File: src/rtl/sdt_pkg.sv
package sdt_pkg;

   typedef enum logic [2:0] {
      CMD_NOP = 3'd0,
      CMD_ACT = 3'd1,
      CMD_RD  = 3'd2,
      CMD_WR  = 3'd3,
      CMD_PRE = 3'd4
   } sdt_cmd_e;

   function automatic int unsigned imax(input int unsigned a, input int unsigned b);
      return (a > b) ? a : b;
   endfunction

   function automatic int unsigned cnt_bits(input int unsigned v);
      return (v < 2) ? 1 : $clog2(v + 1);
   endfunction

endpackage

File: src/rtl/sdt_sat_counter.sv
module sdt_sat_counter #(
   parameter int CW = 4
) (
   input  logic          clk,
   input  logic          rst_n,
   input  logic          load,
   input  logic [CW-1:0] load_val,
   output logic          zero
);
   logic [CW-1:0] cnt_q;

   always_ff @(posedge clk) begin
      if (!rst_n)              cnt_q <= '0;
      else if (load)           cnt_q <= load_val;
      else if (cnt_q != '0)    cnt_q <= cnt_q - 1'b1;
   end

   assign zero = (cnt_q == '0);
endmodule

File: src/rtl/sdt_bank_timer.sv
module sdt_bank_timer #(
   parameter int T_RCD     = 3,
   parameter int T_RAS     = 6,
   parameter int T_RP      = 3,
   parameter int T_WR      = 2,
   parameter int T_RC      = 10,
   parameter int BURST_LEN = 4,
   parameter int CW        = 4
) (
   input  logic clk,
   input  logic rst_n,
   input  logic do_act,
   input  logic do_rd,
   input  logic do_wr,
   input  logic do_pre,
   input  logic ap_req,
   output logic act_ready,
   output logic acc_ready,
   output logic pre_ready,
   output logic is_open,
   output logic ap_busy
);
   // load values: a counter loaded with N-1 reaches zero N cycles later
   localparam logic [CW-1:0] L_RCD = CW'(T_RCD - 1);
   localparam logic [CW-1:0] L_RAS = CW'(T_RAS - 1);
   localparam logic [CW-1:0] L_RC  = CW'(T_RC - 1);
   localparam logic [CW-1:0] L_RP  = CW'(T_RP - 1);
   localparam logic [CW-1:0] L_WRR = CW'(BURST_LEN + T_WR - 2);
   localparam logic [CW-1:0] L_RAP = CW'(BURST_LEN - 1);

   logic open_q, ap_q;
   logic rcd_z, ras_z, rc_z, rp_z, wr_z, ap_z;
   logic ap_set, ap_fire, close;

   assign ap_set  = (do_rd | do_wr) & ap_req;
   assign ap_fire = ap_q & ap_z & ras_z;
   assign close   = do_pre | ap_fire;

   sdt_sat_counter #(.CW(CW)) u_rcd (.clk(clk), .rst_n(rst_n), .load(do_act),
      .load_val(L_RCD), .zero(rcd_z));
   sdt_sat_counter #(.CW(CW)) u_ras (.clk(clk), .rst_n(rst_n), .load(do_act),
      .load_val(L_RAS), .zero(ras_z));
   sdt_sat_counter #(.CW(CW)) u_rc  (.clk(clk), .rst_n(rst_n), .load(do_act),
      .load_val(L_RC), .zero(rc_z));
   sdt_sat_counter #(.CW(CW)) u_rp  (.clk(clk), .rst_n(rst_n), .load(close),
      .load_val(L_RP), .zero(rp_z));
   sdt_sat_counter #(.CW(CW)) u_wr  (.clk(clk), .rst_n(rst_n), .load(do_wr),
      .load_val(L_WRR), .zero(wr_z));
   sdt_sat_counter #(.CW(CW)) u_ap  (.clk(clk), .rst_n(rst_n), .load(ap_set),
      .load_val(do_wr ? L_WRR : L_RAP), .zero(ap_z));

   always_ff @(posedge clk) begin
      if (!rst_n) begin
         open_q <= 1'b0;
         ap_q   <= 1'b0;
      end else begin
         if (do_act) open_q <= 1'b1;
         if (ap_set) ap_q   <= 1'b1;
         if (close) begin
            open_q <= 1'b0;
            ap_q   <= 1'b0;
         end
      end
   end

   assign act_ready = ~open_q & ~ap_q & rp_z & rc_z;
   assign acc_ready =  open_q & ~ap_q & rcd_z;
   assign pre_ready =  open_q & ~ap_q & ras_z & wr_z;
   assign is_open   =  open_q;
   assign ap_busy   =  ap_q;
endmodule

File: src/rtl/sdt_cmd_decode.sv
module sdt_cmd_decode
   import sdt_pkg::*;
#(
   parameter int BANK_AW = 2,
   localparam int NB     = 1 << BANK_AW
) (
   input  logic [2:0]         cmd_code,
   input  logic [BANK_AW-1:0] cmd_bank,
   input  logic               cmd_a10,
   input  logic               space_ok,
   input  logic [NB-1:0]      bank_act_rdy,
   input  logic [NB-1:0]      bank_acc_rdy,
   input  logic [NB-1:0]      bank_pre_rdy,
   input  logic [NB-1:0]      bank_open,
   input  logic [NB-1:0]      bank_busy,
   output logic [NB-1:0]      act_ok,
   output logic [NB-1:0]      acc_ok,
   output logic [NB-1:0]      pre_ok,
   output logic               pre_all_ok,
   output logic [NB-1:0]      do_act,
   output logic [NB-1:0]      do_rd,
   output logic [NB-1:0]      do_wr,
   output logic [NB-1:0]      do_pre,
   output logic               any_act
);
   logic [NB-1:0] sel;

   for (genvar g = 0; g < NB; g++) begin : g_sel
      assign sel[g] = (cmd_bank == BANK_AW'(g));
   end

   always_comb begin
      act_ok     = bank_act_rdy & {NB{space_ok}};
      acc_ok     = bank_acc_rdy;
      pre_ok     = bank_pre_rdy;
      pre_all_ok = &(bank_pre_rdy | (~bank_open & ~bank_busy));
      do_act = '0;
      do_rd  = '0;
      do_wr  = '0;
      do_pre = '0;
      unique case (cmd_code)
         CMD_ACT: do_act = sel & act_ok;
         CMD_RD:  do_rd  = sel & acc_ok;
         CMD_WR:  do_wr  = sel & acc_ok;
         CMD_PRE: do_pre = cmd_a10 ? (bank_open & {NB{pre_all_ok}}) : (sel & pre_ok);
         default: ;
      endcase
      any_act = |do_act;
   end
endmodule

File: src/rtl/bank_timing_tracker.sv
module bank_timing_tracker
   import sdt_pkg::*;
#(
   parameter int BANK_AW   = 2,
   parameter int T_RCD     = 3,
   parameter int T_RAS     = 6,
   parameter int T_RP      = 3,
   parameter int T_WR      = 2,
   parameter int T_RRD     = 2,
   parameter int T_RC      = 10,
   parameter int BURST_LEN = 4
) (
   input  logic                      clk,
   input  logic                      rst_n,
   input  logic [2:0]                cmd_code,
   input  logic [BANK_AW-1:0]        cmd_bank,
   input  logic                      cmd_a10,
   output logic [(1<<BANK_AW)-1:0]   act_ok,
   output logic [(1<<BANK_AW)-1:0]   access_ok,
   output logic [(1<<BANK_AW)-1:0]   pre_ok,
   output logic                      pre_all_ok,
   output logic [(1<<BANK_AW)-1:0]   row_open
);
   localparam int NB   = 1 << BANK_AW;
   localparam int MAXT = imax(imax(T_RC, T_RAS), imax(BURST_LEN + T_WR, T_RRD));
   localparam int CW   = cnt_bits(MAXT);

   if (BANK_AW < 1 || T_RCD < 1 || T_RAS < 1 || T_RP < 1 || T_WR < 1 ||
       T_RRD < 1 || T_RC < 1 || BURST_LEN < 1) begin : g_bad_param
      $fatal(1, "bank_timing_tracker: every timing parameter must be at least 1");
   end

   logic [NB-1:0] b_act, b_acc, b_pre, b_open, b_busy;
   logic [NB-1:0] do_act, do_rd, do_wr, do_pre;
   logic          any_act, space_ok;

   sdt_sat_counter #(.CW(CW)) u_rrd (
      .clk(clk), .rst_n(rst_n), .load(any_act),
      .load_val(CW'(T_RRD - 1)), .zero(space_ok));

   sdt_cmd_decode #(.BANK_AW(BANK_AW)) u_dec (
      .cmd_code(cmd_code), .cmd_bank(cmd_bank), .cmd_a10(cmd_a10),
      .space_ok(space_ok), .bank_act_rdy(b_act), .bank_acc_rdy(b_acc),
      .bank_pre_rdy(b_pre), .bank_open(b_open), .bank_busy(b_busy),
      .act_ok(act_ok), .acc_ok(access_ok), .pre_ok(pre_ok),
      .pre_all_ok(pre_all_ok), .do_act(do_act), .do_rd(do_rd),
      .do_wr(do_wr), .do_pre(do_pre), .any_act(any_act));

   for (genvar b = 0; b < NB; b++) begin : g_bank
      sdt_bank_timer #(
         .T_RCD(T_RCD), .T_RAS(T_RAS), .T_RP(T_RP), .T_WR(T_WR),
         .T_RC(T_RC), .BURST_LEN(BURST_LEN), .CW(CW)
      ) u_bank (
         .clk(clk), .rst_n(rst_n),
         .do_act(do_act[b]), .do_rd(do_rd[b]), .do_wr(do_wr[b]),
         .do_pre(do_pre[b]), .ap_req(cmd_a10),
         .act_ready(b_act[b]), .acc_ready(b_acc[b]), .pre_ready(b_pre[b]),
         .is_open(b_open[b]), .ap_busy(b_busy[b]));
   end

   assign row_open = b_open;
endmodule

File: config.mk
export PLATFORM = sky130hd
export DESIGN_NAME = bank_timing_tracker
export DESIGN_NICKNAME = d
export VERILOG_FILES = /design/src/rtl/sdt_pkg.sv /design/src/rtl/sdt_sat_counter.sv /design/src/rtl/sdt_bank_timer.sv /design/src/rtl/sdt_cmd_decode.sv /design/src/rtl/bank_timing_tracker.sv
export SDC_FILE = /design/constraint.sdc
export NUM_CORES = 1
export LEC_CHECK = 0
export BUFFER_PORTS_ARGS = -buffer_cell sky130_fd_sc_hd__buf_2
export CAP_MARGIN = 25
export CORE_MARGIN = 1
export CORE_UTILIZATION = 40
export CTS_BUF_LIST = sky130_fd_sc_hd__clkbuf_16
export DETAILED_ROUTE_END_ITERATION = 8
export HOLD_SLACK_MARGIN = 0.03
export PLACE_DENSITY_LB_ADDON = 0.08
export SETUP_SLACK_MARGIN = 0.4
export SLEW_MARGIN = 20
export SYNTH_ARGS = -nofsm -noshare
export SYNTH_HDL_FRONTEND = slang
export SYNTH_SLANG_ARGS = --single-unit
File: constraint.sdc
create_clock -name clk -period 3.7 [get_ports clk]
set_clock_uncertainty 0.15 [all_clocks]
set_input_delay 0.37 -clock clk [delete_from_list [all_inputs] [get_ports clk]]
set_output_delay 0.37 -clock clk [all_outputs]
set_load 0.05 [all_outputs]
==> results.cfg <==
[final_layout]
regArea_um2 = 2160
syn2layout_area_growth_pct = 8.21
antenna_cells = 0
final_cell_mix = dfxtp_1, nor2_1, a21oi_1
drive_above_1_share = 0.107
nNetsFinal = 708
multi_input_area_um2 = 3050
layout_commonest_cell = dfxtp_1
n_fill_cell = 1347

[detailed_routing]
num_vias = 4560
totalWireLength_mm = 12.5
drt_iter0_drc = 213
dr.pass1.iters = 4
ant_nets = 0
routedWlPerCell_um = 14.7
vias_per_cell = 5.35
drc = 0

[synthesis]
synthTopCellsByArea = dfxtp_1, ha_1, a21oi_1, nor2_1, nand2_1
synth_area_leader_cell = dfxtp_1
postSynth.asyncResetShare = 0
yosys_warnings = 0
synth_edf_count = 0
synth_nets = 703
synth_cells = 669
ys_seq_area_frac = 0.391
avgSynthCellArea_um2 = 8.26
netlist_area_um2 = 5530
synth_seq_cells = 108
yosysUniqueCellTypes = 53
synth_top_area_frac = 0.391
synth-main-ff-cell = dfxtp_1

[worst_setup_path]
cpPeakStageDelay_ns = 0.54
required_ns = 3.18
crit_fanout = 6
crit_path_end_kind = output port
reg2regPathDepth = 7
crit_path_top_delay_cell = or3b_2
cp-start-kind = register
path_class = register to output port
path_cells = inv_1 > ha_1 > or3b_2 > nor3_1 > o22a_1 > and2_1 > buf_2
arrival_ns = 2.58

[timing]
period_minus_slack_ns = 3.10
finalSetupViolations = 0
slew_violations = 0
rsz0062_at_grt = false
hold_viol_final = 0
max_freq_ghz = 0.323
fin_crit_sh = 0.837
tightest_slew_ns = 0.653
slew-limit-headroom = 0.563
finalSetupTns_ns = 0

[power]
net-switching-power_uw = 1780
comb_power_share = 0.439
switching_share = 0.381
finalPower_uw = 4680
power_density_nw_per_um2 = 781
p_int_uw = 2890
vdd_ir_drop_max_uv = 402
p_seq_frac = 0.365
p_leak_uw = 0.00244
pwr-share-clk = 0.196

[clock_network]
htree_levels = 3
post_cts_buffers = 0
cts.sinks = 108
root_buffer = clkbuf_16
hold_buffers = 0
clk_latency_ns = 0.35
path_clk_slew_ns = 0.07
numCtsBuffers = 9
cts_tree = done
cts_buffer_depth = 2
cts_resized = 0

[placement]
gp_congestion = 0.786
io_buffers = 24
place_hpwl_mm = 8.99

[global_route]
grt_pass1_wl_mm = 20.9
grt-ovfl-total = 0
grt.total_usage = 0.185
grt_max_degree = 27
antenna_found_initial = 0
first_global_vias = 4324

[hold_path]
hold_path.class = primary input to register
whs_path_depth = 2

[floorplanning]
initial_core_util = 0.414
num_io_pins = 25
dieArea_um2 = 14300
fp.coreArea_um2 = 13300
chipWidth_um = 120
fp.dieH_um = 120
std_cell_rows = 42

[job]
cap_violations = 0

[run_status]
status = finished, final reports clean
==> critical path: cells and delay by family (launching register included) <==
kind                     cells  cell delay, ns
flip-flops                   1            0.33
adder cells (fa/ha/maj)      1            0.21
AND/OR/NAND/NOR              3            1.07
AO/OA/AOI/OAI                1            0.28
buffers and inverters        2            0.34
==> path summary, 6_finish.rpt <==
kind	start	slack [ns]	to
setup / recovery	g_bank[3].u_bank.u_ras.cnt_q[0]$_SDFFE_PN0P_	0.60	pre_all_ok
hold / removal	cmd_a10	0.24	g_bank[0].u_bank.u_rp.cnt_q[1]$_SDFFE_PN0P_
setup reg to reg	g_bank[3].u_bank.u_ras.cnt_q[0]$_SDFFE_PN0P_	0.86	g_bank[2].u_bank.u_rp.cnt_q[0]$_SDFFE_PP0P_
hold reg to reg	g_bank[2].u_bank.u_rcd.cnt_q[0]$_SDFFE_PP0P_	0.29	g_bank[2].u_bank.u_rcd.cnt_q[0]$_SDFFE_PP0P_
==> per-stage QoR <==
| step | hold WS [ns] | util | area (um2) | cells | worst slack, ns |
|---|---|---|---|---|---|
| 2_1_floorplan | 0.264 | - | 5540 | 669 | 0.639 |
| 3_3_place_gp | 0.277 | 0.428 | 5710 | 839 | 0.959 |
| 3_5_place_dp | 0.278 | 0.428 | 5710 | 839 | 0.881 |
| 4_1_cts | 0.223 | 0.448 | 5980 | 852 | 0.598 |
| 5_1_grt | 0.292 | 0.448 | 5980 | 852 | 0.423 |
| 6_report | 0.240 | 0.448 | 5980 | 852 | 0.602 |
==> cells by family after synthesis <==
| logic type | Yosys count | share of synthesized area |
|---|---|---|
| buf+inv | 70 | 0.0584 |
| simple gates | 297 | 0.287 |
| fa+ha+maj | 26 | 0.0588 |
| mux | 12 | 0.0231 |
| xor+xnor | 26 | 0.0412 |
| compound gates | 130 | 0.140 |
| flops | 108 | 0.391 |
==> sequential cells by signal (all words and copies together), names as in the netlist <==
signal	flops
g_bank.u_bank.u_rp.cnt_q	16
g_bank.u_bank.is_open	4
g_bank.u_bank.u_rcd.cnt_q	16
g_bank.u_bank.u_rc.cnt_q	16
g_bank.u_bank.u_wr.cnt_q	16
g_bank.u_bank.ap_busy	4
g_bank.u_bank.u_ap.cnt_q	16
g_bank.u_bank.u_ras.cnt_q	16
u_rrd.cnt_q	4
==> power groups by stage <==
stage	Clock [uW]	Combinational [uW]	Sequential, uW
final	917	2050	1710
after floorplan	0	1720	1670
after detailed placement	0	2050	1730
after CTS	954	2060	1710
after global routing	996	2350	1750
after global placement	0	2000	1720
==> synthesized netlist by cell type, drive strengths merged, types with 10 or more instances <==
cell,n
clkbuf,16
o21ai,20
nor3b,10
or3,18
buf,17
nor3,36
dfxtp,108
nor2,85
xnor2,21
or3b,11
nand2,54
a21oi,64
inv,37
ha,26
and3,10
nand2b,13
a211oi,17
==> layout make-up <==
class,instances,share of cell area
clock buffers,9,0.0376
multi-input cells,491,0.510
repair buffers,27,0.0238
inverters,37,0.0232
flip-flops and latches,108,0.361
clock inverters,4,0.00732
well taps,176,0.0368
==> routing by layer <==
layer | wire [um] | GRT usage | vias up
met1 | 6280 | 0.244 | 2146
met4 | 112 | 0.0438 | 0
met2 | 5660 | 0.303 | 69
met3 | 459 | 0.0461 | 7
met5 | 0 | 0 | -
li1 | - | - | 2338
Power figures use the tool's default switching activity.
